==> src/rtl/ext_irq_pkg.sv <==
package ext_irq_pkg;
   // Per-line trigger sense encoding (field value is visible to software)
   typedef enum logic [1:0] {
      SENSE_LOW  = 2'd0,
      SENSE_FALL = 2'd1,
      SENSE_RISE = 2'd2,
      SENSE_BOTH = 2'd3
   } sense_e;
endpackage

==> src/rtl/irq_sync_chain.sv <==
module irq_sync_chain #(
   parameter int unsigned WIDTH   = 9,
   parameter int unsigned STAGES  = 2,
   parameter logic        RST_VAL = 1'b1
) (
   input  logic             clk,
   input  logic             rst_n,
   input  logic [WIDTH-1:0] din,
   output logic [WIDTH-1:0] dout
);
   logic [WIDTH-1:0] stage_q [STAGES];

   initial begin
      assert (STAGES >= 2) else $error("irq_sync_chain: STAGES must be at least 2");
      assert (WIDTH >= 1)  else $error("irq_sync_chain: WIDTH must be at least 1");
   end

   for (genvar s = 0; s < STAGES; s++) begin : g_stage
      if (s == 0) begin : g_first
         always_ff @(posedge clk or negedge rst_n) begin
            if (!rst_n) stage_q[s] <= {WIDTH{RST_VAL}};
            else        stage_q[s] <= din;
         end
      end else begin : g_next
         always_ff @(posedge clk or negedge rst_n) begin
            if (!rst_n) stage_q[s] <= {WIDTH{RST_VAL}};
            else        stage_q[s] <= stage_q[s-1];
         end
      end
   end

   assign dout = stage_q[STAGES-1];
endmodule

==> src/rtl/irq_edge_detect.sv <==
module irq_edge_detect
   import ext_irq_pkg::*;
#(
   parameter int unsigned NUM     = 9,
   parameter logic        RST_VAL = 1'b1
) (
   input  logic             clk,
   input  logic             rst_n,
   input  logic [NUM-1:0]   lvl,
   input  logic [2*NUM-1:0] sense,
   output logic [NUM-1:0]   evt
);
   logic [NUM-1:0] prev_q;

   always_ff @(posedge clk or negedge rst_n) begin
      if (!rst_n) prev_q <= {NUM{RST_VAL}};
      else        prev_q <= lvl;
   end

   for (genvar i = 0; i < NUM; i++) begin : g_line
      sense_e mode;
      logic   hit;
      assign mode = sense_e'(sense[2*i +: 2]);

      always_comb begin
         unique case (mode)
            SENSE_LOW:  hit = ~lvl[i];
            SENSE_FALL: hit = prev_q[i] & ~lvl[i];
            SENSE_RISE: hit = ~prev_q[i] & lvl[i];
            default:    hit = prev_q[i] ^ lvl[i];
         endcase
      end
      assign evt[i] = hit;

      AST_RISE_NEEDS_UPWARD: assert property (@(posedge clk) disable iff (!rst_n)
         (mode == SENSE_RISE && evt[i]) |-> (lvl[i] && !$past(lvl[i])));
      AST_FALL_NEEDS_DOWNWARD: assert property (@(posedge clk) disable iff (!rst_n)
         (mode == SENSE_FALL && evt[i]) |-> (!lvl[i] && $past(lvl[i])));
   end
endmodule

==> src/rtl/irq_req_bank.sv <==
module irq_req_bank #(
   parameter int unsigned NUM = 8
) (
   input  logic           clk,
   input  logic           rst_n,
   input  logic [NUM-1:0] evt,
   input  logic           clr_we,
   input  logic [NUM-1:0] wbits,
   output logic [NUM-1:0] req_q
);
   logic [NUM-1:0] keep_mask;

   // write-zero clears, write-one keeps; a fresh event overrides the clear
   assign keep_mask = clr_we ? wbits : {NUM{1'b1}};

   always_ff @(posedge clk or negedge rst_n) begin
      if (!rst_n) req_q <= '0;
      else        req_q <= (req_q & keep_mask) | evt;
   end

   for (genvar b = 0; b < NUM; b++) begin : g_chk
      AST_CLEAR_ONLY_BY_ZERO: assert property (@(posedge clk) disable iff (!rst_n)
         $fell(req_q[b]) |-> $past(clr_we && !wbits[b]));
      AST_EVENT_BEATS_CLEAR: assert property (@(posedge clk) disable iff (!rst_n)
         evt[b] |=> req_q[b]);
   end
endmodule

==> src/rtl/ext_irq_sense.sv <==
module ext_irq_sense
   import ext_irq_pkg::*;
#(
   parameter int unsigned NUM_LINES    = 8,
   parameter int unsigned DATA_W       = 16,
   parameter int unsigned ADDR_W       = 3,
   parameter int unsigned SYNC_STAGES  = 2,
   parameter logic        PIN_IDLE     = 1'b1,
   parameter int unsigned CTRL_OFS     = 0,
   parameter int unsigned SENSE_OFS    = 2,
   parameter int unsigned REQ_OFS      = 4,
   parameter int unsigned NMI_LVL_BIT  = 15,
   parameter int unsigned NMI_EDGE_BIT = 8,
   parameter int unsigned NMI_FLAG_BIT = 1
) (
   input  logic                 clk,
   input  logic                 rst_n,
   input  logic                 bus_wr,
   input  logic [ADDR_W-1:0]    bus_addr,
   input  logic [DATA_W-1:0]    bus_wdata,
   output logic [DATA_W-1:0]    bus_rdata,
   input  logic [NUM_LINES-1:0] ext_pin,
   input  logic                 nmi_pin,
   output logic [NUM_LINES-1:0] line_irq,
   output logic                 nmi_irq
);
   localparam int unsigned TOTAL   = NUM_LINES + 1;
   localparam int unsigned SENSE_W = 2 * NUM_LINES;

   initial begin
      assert (SENSE_W <= DATA_W) else $error("ext_irq_sense: sense fields exceed data width");
      assert (NMI_LVL_BIT < DATA_W && NMI_EDGE_BIT < DATA_W && NMI_FLAG_BIT < DATA_W)
         else $error("ext_irq_sense: control bit outside data width");
      assert (NMI_LVL_BIT != NMI_EDGE_BIT && NMI_LVL_BIT != NMI_FLAG_BIT && NMI_EDGE_BIT != NMI_FLAG_BIT)
         else $error("ext_irq_sense: control bits overlap");
      assert (CTRL_OFS != SENSE_OFS && CTRL_OFS != REQ_OFS && SENSE_OFS != REQ_OFS)
         else $error("ext_irq_sense: register offsets overlap");
      assert (REQ_OFS < (1 << ADDR_W) && SENSE_OFS < (1 << ADDR_W) && CTRL_OFS < (1 << ADDR_W))
         else $error("ext_irq_sense: offset beyond address width");
   end

   // register selects
   logic sel_ctrl, sel_sense, sel_req;
   assign sel_ctrl  = (bus_addr == ADDR_W'(CTRL_OFS));
   assign sel_sense = (bus_addr == ADDR_W'(SENSE_OFS));
   assign sel_req   = (bus_addr == ADDR_W'(REQ_OFS));

   // configuration state
   logic [SENSE_W-1:0] sense_q;
   logic               nmi_edge_q;

   always_ff @(posedge clk or negedge rst_n) begin
      if (!rst_n) begin
         sense_q    <= '0;
         nmi_edge_q <= 1'b0;
      end else begin
         if (bus_wr && sel_sense) sense_q    <= bus_wdata[SENSE_W-1:0];
         if (bus_wr && sel_ctrl)  nmi_edge_q <= bus_wdata[NMI_EDGE_BIT];
      end
   end

   // synchronise all pins together; top bit is the non-maskable pin
   logic [TOTAL-1:0] pin_sync;

   irq_sync_chain #(
      .WIDTH   (TOTAL),
      .STAGES  (SYNC_STAGES),
      .RST_VAL (PIN_IDLE)
   ) u_sync (
      .clk   (clk),
      .rst_n (rst_n),
      .din   ({nmi_pin, ext_pin}),
      .dout  (pin_sync)
   );

   // non-maskable pin reuses the edge detector with a derived sense code
   logic [1:0]       nmi_sense;
   logic [TOTAL-1:0] evt_all;

   assign nmi_sense = nmi_edge_q ? SENSE_RISE : SENSE_FALL;

   irq_edge_detect #(
      .NUM     (TOTAL),
      .RST_VAL (PIN_IDLE)
   ) u_detect (
      .clk   (clk),
      .rst_n (rst_n),
      .lvl   (pin_sync),
      .sense ({nmi_sense, sense_q}),
      .evt   (evt_all)
   );

   // request latches
   logic [NUM_LINES-1:0] req_q;
   logic [0:0]           nmi_flag_q;

   irq_req_bank #(.NUM(NUM_LINES)) u_line_req (
      .clk    (clk),
      .rst_n  (rst_n),
      .evt    (evt_all[NUM_LINES-1:0]),
      .clr_we (bus_wr && sel_req),
      .wbits  (bus_wdata[NUM_LINES-1:0]),
      .req_q  (req_q)
   );

   irq_req_bank #(.NUM(1)) u_nmi_req (
      .clk    (clk),
      .rst_n  (rst_n),
      .evt    (evt_all[TOTAL-1 -: 1]),
      .clr_we (bus_wr && sel_ctrl),
      .wbits  (bus_wdata[NMI_FLAG_BIT -: 1]),
      .req_q  (nmi_flag_q)
   );

   assign line_irq = req_q;
   assign nmi_irq  = nmi_flag_q[0];

   // read mux
   always_comb begin
      bus_rdata = '0;
      if (sel_ctrl) begin
         bus_rdata[NMI_LVL_BIT]  = pin_sync[TOTAL-1];
         bus_rdata[NMI_EDGE_BIT] = nmi_edge_q;
         bus_rdata[NMI_FLAG_BIT] = nmi_flag_q[0];
      end else if (sel_sense) begin
         bus_rdata[SENSE_W-1:0] = sense_q;
      end else if (sel_req) begin
         bus_rdata[NUM_LINES-1:0] = req_q;
      end
   end

   AST_SENSE_WRITE_ONLY: assert property (@(posedge clk) disable iff (!rst_n)
      !(bus_wr && sel_sense) |=> $stable(sense_q));
   AST_NMI_EDGE_WRITE_ONLY: assert property (@(posedge clk) disable iff (!rst_n)
      !(bus_wr && sel_ctrl) |=> $stable(nmi_edge_q));
   AST_NMI_OUT_HOLDS: assert property (@(posedge clk) disable iff (!rst_n)
      $fell(nmi_irq) |-> $past(bus_wr && sel_ctrl && !bus_wdata[NMI_FLAG_BIT]));
endmodule

==> config.mk <==
export PLATFORM = sky130hd
export DESIGN_NAME = ext_irq_sense
export DESIGN_NICKNAME = d
export VERILOG_FILES = /design/src/rtl/ext_irq_pkg.sv /design/src/rtl/irq_sync_chain.sv /design/src/rtl/irq_edge_detect.sv /design/src/rtl/irq_req_bank.sv /design/src/rtl/ext_irq_sense.sv
export SDC_FILE = /design/constraint.sdc
export NUM_CORES = 1
export LEC_CHECK = 0
export BUFFER_PORTS_ARGS = -buffer_cell sky130_fd_sc_hd__buf_4
export CORE_UTILIZATION = 40
export DETAILED_ROUTE_END_ITERATION = 12
export HOLD_SLACK_MARGIN = 0.06
export SLEW_MARGIN = 20
export SYNTH_ARGS = -nofsm -noshare
export SYNTH_HDL_FRONTEND = slang
export SYNTH_SLANG_ARGS = --single-unit
==> constraint.sdc <==
create_clock -name clk -period 1.21 [get_ports clk]
set_input_delay 0.0605 -clock clk [delete_from_list [all_inputs] [get_ports clk]]
set_output_delay 0.0605 -clock clk [all_outputs]
set_load 0.03 [all_outputs]
==> qor.txt <==
Fin worst setup slack: -0.113 ns
TritonCTS Buffers: 5
WL final: 5400 um
GRT busiest layer: met2
WP data arrival: 1.26 ns
DRC Markers: 0
CP Cell Sequence: mux2i_1, or2_4, a21oi_2, buf_6
Critical Path RT: 1.15 ns
GPL Wtd Cong: 0.784
Cell count after synthesis: 196
Synth Area in Simple Gates: 8.89%
Iteration-0 DRC Markers: 79
Worst path buffer plus inverter count: 1
CTS Sinks: 53
Largest net degree at the start of global routing: 31
Worst-margin pin slew: 0.326 ns
Peak VDD IR: 565 uV
Clock skew: 0.00748 ns
CP max stage cell: dfrtp_1
Pleak: 1.69 nW
Number of global-route vias before repair: 1898
Port Buffers: 55
Total Routing Usage GR: 18.2%
CP Launch Type: register
Row count: 27
Met2 Use GR: 31.2%
Worst Setup End Kind: primary output
Hold Slack: 0.170 ns
Root Buffer: clkbuf_8
Core Region: 5680 sq um
Synth warn: 0
H-tree levels: 2
Die Ht: 79.8 um
Initial Util: 42.7%
Power density cells: 1230 nW/um^2
Post-route ant nets: 0
Post-synthesis register bit count: 53
Area growth syn-to-layout: 55.6%
IO Count: 56
Pre-CTS worst setup slack: 0.00171 ns
Reg2Reg Setup Slack: 0.03 ns
Final nets: 366
Vias per inst: 4.99
Global routing usage on met1: 23.2%
CTS tree: done
Drt wl/cell: 13.8 um
Clk_lat worst skew: 0.30 ns
Clk pin slew, worst setup/hold paths: 0.09 ns
Synth Cell Area: 2420 sq um
First-pass GRT wire length: 8830 um
Post-synthesis mux area share: 10.9%
Final non-filler cell area: 3770 sq um
Post-layout min period: 1.32 ns
Grt total ovfl: 0
Crit-path max cell delay: 0.38 ns
Die Wd: 79.8 um
Via count: 1955
Syn_area_per_cell: 12.4 sq um
Initial antenna violation count: 0
ANT cells: 0
Largest delay share family, worst path: flip-flops
Pwr Total: 4.63 mW
Hold Crit Class: primary input to register
Share of cells above drive strength 1: 59.7%
Number of max-cap violations: 0
Adder-cell share of the synthesized area: 8.27%
Period utilization: 109%
Largest family of logic cells by synthesized area: compound AO/OA/AOI/OAI gates
Post-DP Area: 3060 sq um
Synth Net Count: 243
Final setup viols: 2
Met3 Use GR: 4.11%
Die ar.: 6370 sq um
XOR/XNOR Fraction of Synth Area: 0%
Fin cells: 392
Critical path type: register to primary output
Fillers: 444
Cells after DPL: 336
Sequential-to-total area share from yosys stat: 56.2%
Final Hold Viols: 0
Critical Path Fanout Max: 2
Post-synthesis cell type count: 24
Initial DRT Pass Iterations: 4
Setup repair after global routing missed its margin: true
Status: complete, but fails checks
Failing checks: setup timing
Max clock buf depth: 2
Hpwl dp: 3600 um
Final max-slew violation count: 0
Slew HR: 78.2%
Maximum clock rate: 756 MHz
Area fraction in compound gates after synthesis: 11.2%
power breakdown:
| part | leakage (nW) | switching, mW | internal (mW) |
|---|---|---|---|
| sequential | 0.566 | 0.173 | 2.01 |
| clock | 0.0585 | 0.542 | 0.675 |
| combinational | 1.07 | 0.541 | 0.690 |
path summary, 6_finish.rpt:
path                                                       to  cells after the start                          start
worst min register to register       u_sync.dout[3]$_DFF_PN1_                      0   u_sync.stage_q[12]$_DFF_PN1_
worst min-delay path                   nmi_edge_q$_DFFE_PN0P_                      3                    bus_addr[1]
min in group asynchronous             sense_q[15]$_DFFE_PN0P_                      2                          rst_n
worst max register to register  u_line_req.req_q[7]$_DFF_PN0_                      5       u_sync.dout[7]$_DFF_PN1_
max in group asynchronous        u_detect.prev_q[3]$_DFF_PN1_                      3                          rst_n
worst max-delay path                             bus_rdata[1]                      4  u_line_req.req_q[1]$_DFF_PN0_
cell type report:
cell class / count / area (sq um) / share of cell area [%]
Inverter: 16 / 60.1 / 1.59
Tap cell: 72 / 90.1 / 2.39
Multi-Input combinational cell: 120 / 1120 / 29.7
Clock inverter: 1 / 30.0 / 0.797
Timing Repair Buffer: 123 / 1020 / 27.0
Sequential cell: 53 / 1370 / 36.2
Clock buffer: 7 / 86.3 / 2.29
metrics by stage:
stage | utilization [%] | TNS (ns)
6_report | 66.4 | -0.157
5_1_grt | 66.4 | -0.732
4_1_cts | 62.2 | -0.195
3_5_place_dp | 53.8 | 0
3_3_place_gp | 53.8 | 0
2_1_floorplan | - | -0.0740
cell usage after synthesis:
cell type  count  area (sq um)
a21oi_1        9          45.0
or2_2          1          6.26
mux2i_1        3          30.0
or4b_4         1          13.8
buf_8          1          15.0
nor2_4         1          11.3
nor2b_1        2          12.5
and3_1         6          37.5
nand2_1       11          41.3
a22oi_1        7          52.6
mux2_2         6          67.6
o21ai_0        9          45.0
and3_4         1          11.3
mux2_4        11           165
nor3_1         2          10.0
clkbuf_1       4          15.0
ha_1          16           200
buf_6          2          22.5
o211ai_1      17           128
dfrtp_1       26           651
nor2_1        16          60.1
inv_1         16          60.1
nand4bb_1      1          11.3
dfstp_2       27           709
cells in the final DEF (no fill, tap or decap), types with 7 or more instances in the layout:
cell type,netlist,final
nand2_2,0,7
ha_1,16,7
inv_2,0,9
a21oi_1,9,8
inv_1,16,7
dfrtp_1,26,22
o211ai_1,17,17
mux2_4,11,11
buf_4,0,94
o21ai_0,9,9
ha_4,0,8
dfstp_2,27,27
nor2_1,16,16
a22oi_2,0,7
dlygate4sd3_1,0,26
metal layers:
layer / share of wire (%) / wire length, um / vias to the layer above
met5: 0 / 0 / -
met4: 1.4 / 77 / 0
met3: 4.7 / 254 / 9
met2: 49 / 2650 / 50
met1: 45 / 2410 / 972
li1: - / - / 924
cells by family after synthesis:
group                    after synthesis
flip-flops                            53
AO/OA/AOI/OAI                         42
AND/OR/NAND/NOR                       42
buffers and inverters                 23
multiplexers                          20
adder cells (fa/ha/maj)               16
state kept, by name, indices dropped and copies added (netlist names):
name              flops
u_sync.stage_q        9
u_detect.prev_q       9
u_nmi_req.req_q       1
nmi_edge_q            1
sense_q              16
u_line_req.req_q      8
u_sync.dout           9
worst reg2reg max path, cell delays in order, from the launching register on:
cell	delay, ns
dfstp_2	0.54
inv_2	0.04
ha_4	0.25
nand2_2	0.04
o211ai_1	0.08
o211ai_1	0.11
timing repair:
action	in CTS	in global routing
hold buffers	26	0
gates resized for setup	6	33
hold endpoints to repair	71	0
endpoints found under the setup margin	11	21
setup buffers	11	11
pin swaps	3	19
No activity file was read; power rests on OpenSTA's default activity.
